<file path="src/rtl/uart_rx_ovr_pkg.sv">
package uart_rx_ovr_pkg;
  typedef enum logic [1:0] {
    ACT_IDLE  = 2'd0,
    ACT_STORE = 2'd1,
    ACT_DROP  = 2'd2,
    ACT_OVR   = 2'd3
  } wr_act_e;
endpackage

</file>
<file path="src/rtl/rx_fifo.sv">
module rx_fifo #(
  parameter int DATA_W = 8,
  parameter int DEPTH  = 8,
  localparam int AW    = (DEPTH > 1) ? $clog2(DEPTH) : 1,
  localparam int CNT_W = $clog2(DEPTH + 1)
) (
  input  logic              clk_i,
  input  logic              rst_ni,
  input  logic              push_i,
  input  logic [DATA_W-1:0] push_data_i,
  input  logic              pop_i,
  input  logic              flush_i,
  output logic [DATA_W-1:0] head_o,
  output logic [CNT_W-1:0]  count_o,
  output logic              empty_o,
  output logic              full_o
);
  localparam logic [AW-1:0]    LAST_PTR = AW'(DEPTH - 1);
  localparam logic [CNT_W-1:0] FULL_CNT = CNT_W'(DEPTH);

  logic [DATA_W-1:0] mem_q [DEPTH];
  logic [AW-1:0]     wr_ptr_q, rd_ptr_q;
  logic [CNT_W-1:0]  cnt_q;

  function automatic logic [AW-1:0] ptr_inc(input logic [AW-1:0] p);
    return (p == LAST_PTR) ? '0 : p + AW'(1);
  endfunction

  always_ff @(posedge clk_i or negedge rst_ni) begin
    if (!rst_ni) begin
      wr_ptr_q <= '0;
      rd_ptr_q <= '0;
      cnt_q    <= '0;
    end else if (flush_i) begin
      wr_ptr_q <= '0;
      rd_ptr_q <= '0;
      cnt_q    <= '0;
    end else begin
      if (push_i) wr_ptr_q <= ptr_inc(wr_ptr_q);
      if (pop_i)  rd_ptr_q <= ptr_inc(rd_ptr_q);
      case ({push_i, pop_i})
        2'b10:   cnt_q <= cnt_q + CNT_W'(1);
        2'b01:   cnt_q <= cnt_q - CNT_W'(1);
        default: cnt_q <= cnt_q;
      endcase
    end
  end

  always_ff @(posedge clk_i) begin
    if (push_i && !flush_i) mem_q[wr_ptr_q] <= push_data_i;
  end

  assign head_o  = mem_q[rd_ptr_q];
  assign count_o = cnt_q;
  assign empty_o = (cnt_q == '0);
  assign full_o  = (cnt_q == FULL_CNT);

  assert_no_overflow_R2: assert property (@(posedge clk_i) disable iff (!rst_ni)
    push_i && !pop_i |-> !full_o);
  assert_no_empty_pop_R6: assert property (@(posedge clk_i) disable iff (!rst_ni)
    pop_i |-> !empty_o);
  assert_flush_empties_R4: assert property (@(posedge clk_i) disable iff (!rst_ni)
    flush_i |=> empty_o);
endmodule

</file>
<file path="src/rtl/rx_wr_arbiter.sv">
module rx_wr_arbiter
  import uart_rx_ovr_pkg::*;
(
  input  logic    char_valid_i,
  input  logic    char_brk_i,
  input  logic    brk_en_i,
  input  logic    brk_pend_i,
  input  logic    ovr_i,
  input  logic    flush_i,
  input  logic    room_i,
  output wr_act_e act_o,
  output logic    brk_set_o,
  output logic    store_zero_o
);
  always_comb begin
    act_o = ACT_IDLE;
    if (char_valid_i) begin
      if (flush_i)                       act_o = ACT_DROP;
      else if (ovr_i)                    act_o = ACT_DROP;
      else if (brk_en_i && char_brk_i)   act_o = room_i ? ACT_STORE : ACT_OVR;
      else if (brk_en_i && brk_pend_i)   act_o = ACT_OVR;  // forced, fill-independent
      else                               act_o = room_i ? ACT_STORE : ACT_OVR;
    end
  end

  assign brk_set_o    = char_valid_i && char_brk_i && brk_en_i;
  assign store_zero_o = char_brk_i;
endmodule

</file>
<file path="src/rtl/rx_brk_track.sv">
module rx_brk_track (
  input  logic clk_i,
  input  logic rst_ni,
  input  logic set_i,
  input  logic clr_i,
  output logic flag_o
);
  logic flag_q;

  always_ff @(posedge clk_i or negedge rst_ni) begin
    if (!rst_ni)     flag_q <= 1'b0;
    else if (set_i)  flag_q <= 1'b1;  // new break wins over clear
    else if (clr_i)  flag_q <= 1'b0;
  end

  assign flag_o = flag_q;

  assert_brk_hold_R7: assert property (@(posedge clk_i) disable iff (!rst_ni)
    flag_o && !clr_i |=> flag_o);
endmodule

</file>
<file path="src/rtl/rx_ovr_seq.sv">
module rx_ovr_seq (
  input  logic clk_i,
  input  logic rst_ni,
  input  logic ovr_set_i,
  input  logic stat_rd_i,
  input  logic data_rd_i,
  input  logic empty_i,
  input  logic udf_clr_i,
  output logic ovr_o,
  output logic udf_o
);
  logic ovr_q, armed_q, udf_q, ovr_clr;

  assign ovr_clr = armed_q && data_rd_i;

  always_ff @(posedge clk_i or negedge rst_ni) begin
    if (!rst_ni) begin
      ovr_q   <= 1'b0;
      armed_q <= 1'b0;
      udf_q   <= 1'b0;
    end else begin
      if (ovr_clr)        ovr_q <= 1'b0;
      else if (ovr_set_i) ovr_q <= 1'b1;

      // status seen while overrun pending arms the data-read clear
      if (ovr_clr || !ovr_q) armed_q <= 1'b0;
      else if (stat_rd_i)    armed_q <= 1'b1;

      if (data_rd_i && empty_i) udf_q <= 1'b1;
      else if (udf_clr_i)       udf_q <= 1'b0;
    end
  end

  assign ovr_o = ovr_q;
  assign udf_o = udf_q;

  assert_ovr_hold_R3: assert property (@(posedge clk_i) disable iff (!rst_ni)
    ovr_o && !data_rd_i |=> ovr_o);
  assert_ovr_clr_by_read_R5: assert property (@(posedge clk_i) disable iff (!rst_ni)
    $fell(ovr_o) |-> $past(data_rd_i));
  assert_udf_on_empty_read_R6: assert property (@(posedge clk_i) disable iff (!rst_ni)
    data_rd_i && empty_i |=> udf_o);
endmodule

</file>
<file path="src/rtl/uart_rx_ovr_ctrl.sv">
module uart_rx_ovr_ctrl
  import uart_rx_ovr_pkg::*;
#(
  parameter int DATA_W = 8,
  parameter int DEPTH  = 8,
  localparam int CNT_W = $clog2(DEPTH + 1)
) (
  input  logic              clk_i,
  input  logic              rst_ni,
  input  logic              char_valid_i,
  input  logic [DATA_W-1:0] char_data_i,
  input  logic              char_brk_i,
  input  logic              brk_det_en_i,
  input  logic              flush_i,
  input  logic              stat_rd_i,
  input  logic              data_rd_i,
  input  logic              brk_clr_i,
  input  logic              udf_clr_i,
  input  logic              udf_ie_i,
  output logic [DATA_W-1:0] rd_data_o,
  output logic [CNT_W-1:0]  count_o,
  output logic              empty_o,
  output logic              full_o,
  output logic              ovr_o,
  output logic              udf_o,
  output logic              brk_flag_o,
  output logic              rdr_irq_o,
  output logic              udf_irq_o
);
  wr_act_e           act;
  logic              brk_set, store_zero, pop, push, room;
  logic [DATA_W-1:0] push_data;

  assign pop       = data_rd_i && !empty_o && !flush_i;
  assign room      = !full_o || pop;
  assign push      = (act == ACT_STORE);
  assign push_data = store_zero ? '0 : char_data_i;

  rx_wr_arbiter u_arb (
    .char_valid_i (char_valid_i),
    .char_brk_i   (char_brk_i),
    .brk_en_i     (brk_det_en_i),
    .brk_pend_i   (brk_flag_o),
    .ovr_i        (ovr_o),
    .flush_i      (flush_i),
    .room_i       (room),
    .act_o        (act),
    .brk_set_o    (brk_set),
    .store_zero_o (store_zero)
  );

  rx_fifo #(.DATA_W(DATA_W), .DEPTH(DEPTH)) u_fifo (
    .clk_i       (clk_i),
    .rst_ni      (rst_ni),
    .push_i      (push),
    .push_data_i (push_data),
    .pop_i       (pop),
    .flush_i     (flush_i),
    .head_o      (rd_data_o),
    .count_o     (count_o),
    .empty_o     (empty_o),
    .full_o      (full_o)
  );

  rx_brk_track u_brk (
    .clk_i  (clk_i),
    .rst_ni (rst_ni),
    .set_i  (brk_set),
    .clr_i  (brk_clr_i),
    .flag_o (brk_flag_o)
  );

  rx_ovr_seq u_ovr (
    .clk_i     (clk_i),
    .rst_ni    (rst_ni),
    .ovr_set_i (act == ACT_OVR),
    .stat_rd_i (stat_rd_i),
    .data_rd_i (data_rd_i),
    .empty_i   (empty_o),
    .udf_clr_i (udf_clr_i),
    .ovr_o     (ovr_o),
    .udf_o     (udf_o)
  );

  assign rdr_irq_o = !empty_o;
  assign udf_irq_o = udf_o && udf_ie_i;

  assert_no_store_in_ovr_R3: assert property (@(posedge clk_i) disable iff (!rst_ni)
    ovr_o |=> count_o <= $past(count_o));
  assert_brk_forces_ovr_R8: assert property (@(posedge clk_i) disable iff (!rst_ni)
    brk_det_en_i && brk_flag_o && char_valid_i && !char_brk_i && !flush_i |=> ovr_o);
  assert_full_drop_R2: assert property (@(posedge clk_i) disable iff (!rst_ni)
    char_valid_i && full_o && !data_rd_i && !flush_i |=> ovr_o);
endmodule

</file>
<file path="config.mk">
export PLATFORM = sky130hd
export DESIGN_NAME = uart_rx_ovr_ctrl
export DESIGN_NICKNAME = d
export VERILOG_FILES = /design/src/rtl/uart_rx_ovr_pkg.sv /design/src/rtl/rx_fifo.sv /design/src/rtl/rx_wr_arbiter.sv /design/src/rtl/rx_brk_track.sv /design/src/rtl/rx_ovr_seq.sv /design/src/rtl/uart_rx_ovr_ctrl.sv
export SDC_FILE = /design/constraint.sdc
export NUM_CORES = 1
export LEC_CHECK = 0
export BUFFER_PORTS_ARGS = -buffer_cell sky130_fd_sc_hd__buf_4
export CORE_ASPECT_RATIO = 2
export CORE_UTILIZATION = 62
export CTS_CLUSTER_SIZE = 16
export DETAILED_ROUTE_END_ITERATION = 8
export GPL_TIMING_DRIVEN = 0
export PLACE_DENSITY_LB_ADDON = 0.2
export SLEW_MARGIN = 20
export SYNTH_ARGS = -nofsm -noshare
export SYNTH_HDL_FRONTEND = slang
export SYNTH_SLANG_ARGS = --single-unit
</file>
<file path="constraint.sdc">
create_clock -name clk_i -period 6.3 [get_ports clk_i]
set_clock_uncertainty 0.05 [all_clocks]
set_input_delay 0.63 -clock clk_i [delete_from_list [all_inputs] [get_ports clk_i]]
set_output_delay 0.63 -clock clk_i [all_outputs]
set_load 0.1 [all_outputs]
</file>
==> key figures <==
Floorplanning
  • Vertical die dimension: 107 um
  • Total Die Area: 5850 sq um
  • Top Ports: 38
  • Core ar.: 5370 sq um
  • Initial Utilization: 63.8%
  • Die width: around 55 um
  • Floorplan row count: 38

Synthesis
  • FFs w/ async S/R, synth: 17.9%
  • Number of instances in the synthesized netlist: around 210
  • Post-Synthesis Cell Area: ~3400 sq um
  • EDFF count, synth: between 60 and 70
  • Synth top area cells: sky130_fd_sc_hd__edfxtp_1 56%, sky130_fd_sc_hd__mux4_2 11%, sky130_fd_sc_hd__dfrtp_1 10%
  • Count of distinct cell types in the synthesized netlist: about 40
  • Part of the Yosys area used for sequential elements: between 60% and 70%
  • Yosys top cell by area: sky130_fd_sc_hd__edfxtp_1
  • Yosys Warn Count: 0
  • Number of nets produced by synthesis: about 240
  • Commonest register cell after synthesis: sky130_fd_sc_hd__edfxtp_1
  • Top-area cell type share of the netlist area: 56.0%
  • Post-synthesis register bit count: 78
  • Average footprint of a synthesized cell: about 16 sq um

Clock tree
  • Gates resized, CTS repair: 0
  • Clock root buffer: sky130_fd_sc_hd__clkbuf_8
  • Number of sinks driven by the clock tree: about 80
  • Clock-pin slew of the registers on the worst-case setup and hold paths: roughly 0.07 ns
  • TritonCTS clock tree: done
  • Inserted Clock Buffers: 9
  • Skew-Pair Late Insertion Delay: about 0.34 ns
  • Post-CTS Hold Buffers: 0
  • Buffers from clock root to sink, at most: 2
  • Buffers inserted by post-CTS timing repair: 0
  • Total number of H-tree levels: 3

Timing
  • Setup-failing EPs final: 0
  • Fraction of the cycle the final worst path needs: a little over half
  • Remaining max-slew budget at the tightest pin: between 30% and 40%
  • Total count of hold-check failures in the final report: 0
  • Final-report max-slew violation count: 0
  • Final sum of negative setup slack: 0 ns
  • Setup repair after global routing missed its margin: no
  • Highest clock frequency the design can meet: 0.303 GHz
  • Actual slew at the worst max-slew pin: 0.922 ns
  • Min Clock Period, post-route: between 3 and 4 ns

Worst setup path
  • Largest fanout on the critical path: 10
  • Reg2Reg Launch Point: u_ovr.ovr_o
  • Critical path class: reg2out
  • Family with the most delay on the worst path: buffers and inverters
  • Crit path capture type: primary output
  • Largest stage delay on the critical path: between 0.5 and 0.6 ns
  • Ordered list of cells on the worst path: buf_1 > clkbuf_1 > mux4_2 > mux2_2 > buf_4
  • Required time of the critical path: between 5 and 6 ns
  • Worst setup path start: u_fifo.rd_ptr_q[1]
  • CP Buf/Inv Count: 3
  • Startpoint kind of the worst setup timing path: flip-flop
  • Cell with the largest stage delay on the worst path: sky130_fd_sc_hd__clkbuf_1
  • Critical Path AT: 2.62 ns

Drt
  • Total routed wire length on the met1 layer: around 2400 um
  • Number of vias per cell after detailed routing: a little over 6
  • Overall routed net length: 6810 um
  • Vias after detailed routing: 2007
  • 1st-iter DRT viols: 74
  • Remaining antenna violation count: 0
  • Number of detailed-routing iterations run before antenna repair: 6
  • Post-detailed-route DRC marker count: 0
  • Met2 wire len: ~4000 um
  • Detail Route met3 WL: roughly 290 um
  • Max layer used: met4
  • Wirelength per Cell: approximately 21 um

Pwr
  • Largest voltage drop on the vdd net: a little over 600 uV
  • Combinational Power Share: 44.9%
  • Leak: around 1.5 nW
  • P per Cell Area: 436 nW/um^2
  • Sw Pwr: 0.777 mW
  • Register share of total power: roughly 36%
  • Clock group share of total power: 19.2%
  • Internal power: 0.981 mW
  • Switching Share: 44.2%

Run
  • Max-capacitance violation count: 0

Cells and area
  • Antenna cells: 0
  • Final nets: 289
  • Area Overhead vs Synth: 17.5%
  • Layout cell share with drive strength beyond 1: approximately 36%
  • Post-layout instance area: around 4000 sq um
  • Layout fillers: between 300 and 400
  • Layout Utilization: approximately three quarters

Global route
  • Vias in the first global route: between 2000 and 2500
  • Largest net degree at the start of global routing: 15
  • GRT Residual Overflow: 0
  • First-pass GRT wire length: roughly 11000 um
  • Total global-route track usage: about 28%
  • Number of antenna violations at the first check in global routing: 0

Placed design
  • Weighted congestion at the end of routability-driven global placement: between 0.7 and 0.8
  • Port Buffers: 36
  • Cell area after placement: a little under 4000 sq um
  • Post-DP HPWL: approximately 4900 um

Worst hold path
  • HP Class: in2async

Run status
  • Run status: finished clean
cells by family after synthesis:
group | after synthesis | synth area share, %
AND/OR/NAND/NOR | 57 | 9.52
AO/OA/AOI/OAI | 20 | 4.05
XOR/XNOR | 5 | 1.28
adder cells (fa/ha/maj) | 5 | 1.82
flip-flops | 78 | 66.3
buffers and inverters | 17 | 2.04
multiplexers | 30 | 15.0
cells in the final DEF (no fill, tap or decap), drive strengths merged, types with 5 or more instances in the layout:
| cell | count |
|---|---|
| a21oi | 7 |
| buf | 48 |
| o21ai | 5 |
| nor2b | 10 |
| nand2 | 12 |
| mux4 | 16 |
| nor2 | 10 |
| clkbuf | 19 |
| edfxtp | 64 |
| dfrtp | 14 |
| mux2i | 5 |
| inv | 7 |
| mux2 | 9 |
| ha | 5 |
worst register-to-register path, cell delays in order, from the launching register on:
cell	delay [ns]
sky130_fd_sc_hd__dfrtp_1	0.43
sky130_fd_sc_hd__nor3b_2	0.39
sky130_fd_sc_hd__o211ai_2	0.24
sky130_fd_sc_hd__buf_2	0.25
sky130_fd_sc_hd__inv_1	0.11
sky130_fd_sc_hd__nand2_1	0.14
sky130_fd_sc_hd__nor3_2	0.74
routing by layer:
layer  vias to the layer above  GRT usage (%)
met2                        67           47.0
met4                         0           10.1
met5                         -              0
met1                      1013           31.3
li1                        922              -
met3                         5           7.23
flip-flops by register name, indices dropped and copies added (netlist names):
name / flops
u_brk.flag_o: 1
u_fifo.count_o: 4
u_fifo.mem_q: 64
u_fifo.rd_ptr_q: 3
u_fifo.wr_ptr_q: 3
u_ovr.armed_q: 1
u_ovr.ovr_o: 1
u_ovr.udf_o: 1
metrics by stage:
| stage | hold slack [ns] | cells | power (mW) | setup slack, ns |
|---|---|---|---|---|
| floorplan | 0.284 | 212 | 1.27 | 2.67 |
| global placement | 0.413 | 308 | 1.42 | 2.43 |
| detailed placement | 0.413 | 314 | 1.43 | 3.18 |
| CTS | 0.0749 | 330 | 1.77 | 2.97 |
| global route | 0.0708 | 330 | 1.82 | 2.88 |
| finish | 0.0801 | 330 | 1.76 | 3.00 |
synthesized netlist by cell type (5+ instances only):
library cell	instances
sky130_fd_sc_hd__a21oi_1	7
sky130_fd_sc_hd__o21ai_0	5
sky130_fd_sc_hd__inv_1	7
sky130_fd_sc_hd__nor2b_1	10
sky130_fd_sc_hd__nor2_1	10
sky130_fd_sc_hd__ha_1	5
sky130_fd_sc_hd__edfxtp_1	64
sky130_fd_sc_hd__nand2_1	12
sky130_fd_sc_hd__mux2_2	8
sky130_fd_sc_hd__dfrtp_1	14
sky130_fd_sc_hd__mux4_2	16
power by group through the flow:
stage / combinational, mW / clock, mW / sequential (mW)
3_5_place_dp: 0.792 / 0 / 0.642
5_1_grt: 0.824 / 0.362 / 0.637
6_report: 0.788 / 0.337 / 0.632
2_1_floorplan: 0.510 / 0 / 0.760
3_3_place_gp: 0.778 / 0 / 0.639
4_1_cts: 0.792 / 0.344 / 0.631
final timing paths:
check | endpoint | slack (ns) | cells after the start
max in group asynchronous | u_fifo.wr_ptr_q[0] | 5.93 | 1
hold reg to reg | u_ovr.ovr_o | 0.42 | 1
setup reg to reg | u_fifo.mem_q[1][4] | 3.56 | 6
min in group clk_i | u_brk.flag_o | 0.41 | 2
hold / removal | u_ovr.armed_q | 0.08 | 1
setup / recovery | rd_data_o[6] | 3.00 | 5
layout make-up:
type	count	area [sq um]	area share, %
flip-flops and latches	78	2270	56.4
multi-input cells	117	1130	27.9
repair buffers	42	308	7.63
clock buffers	16	180	4.47
well taps	60	75.1	1.86
plain buffers	9	38.8	0.962
inverters	8	31.3	0.776
(Power assumes the default switching activity.)
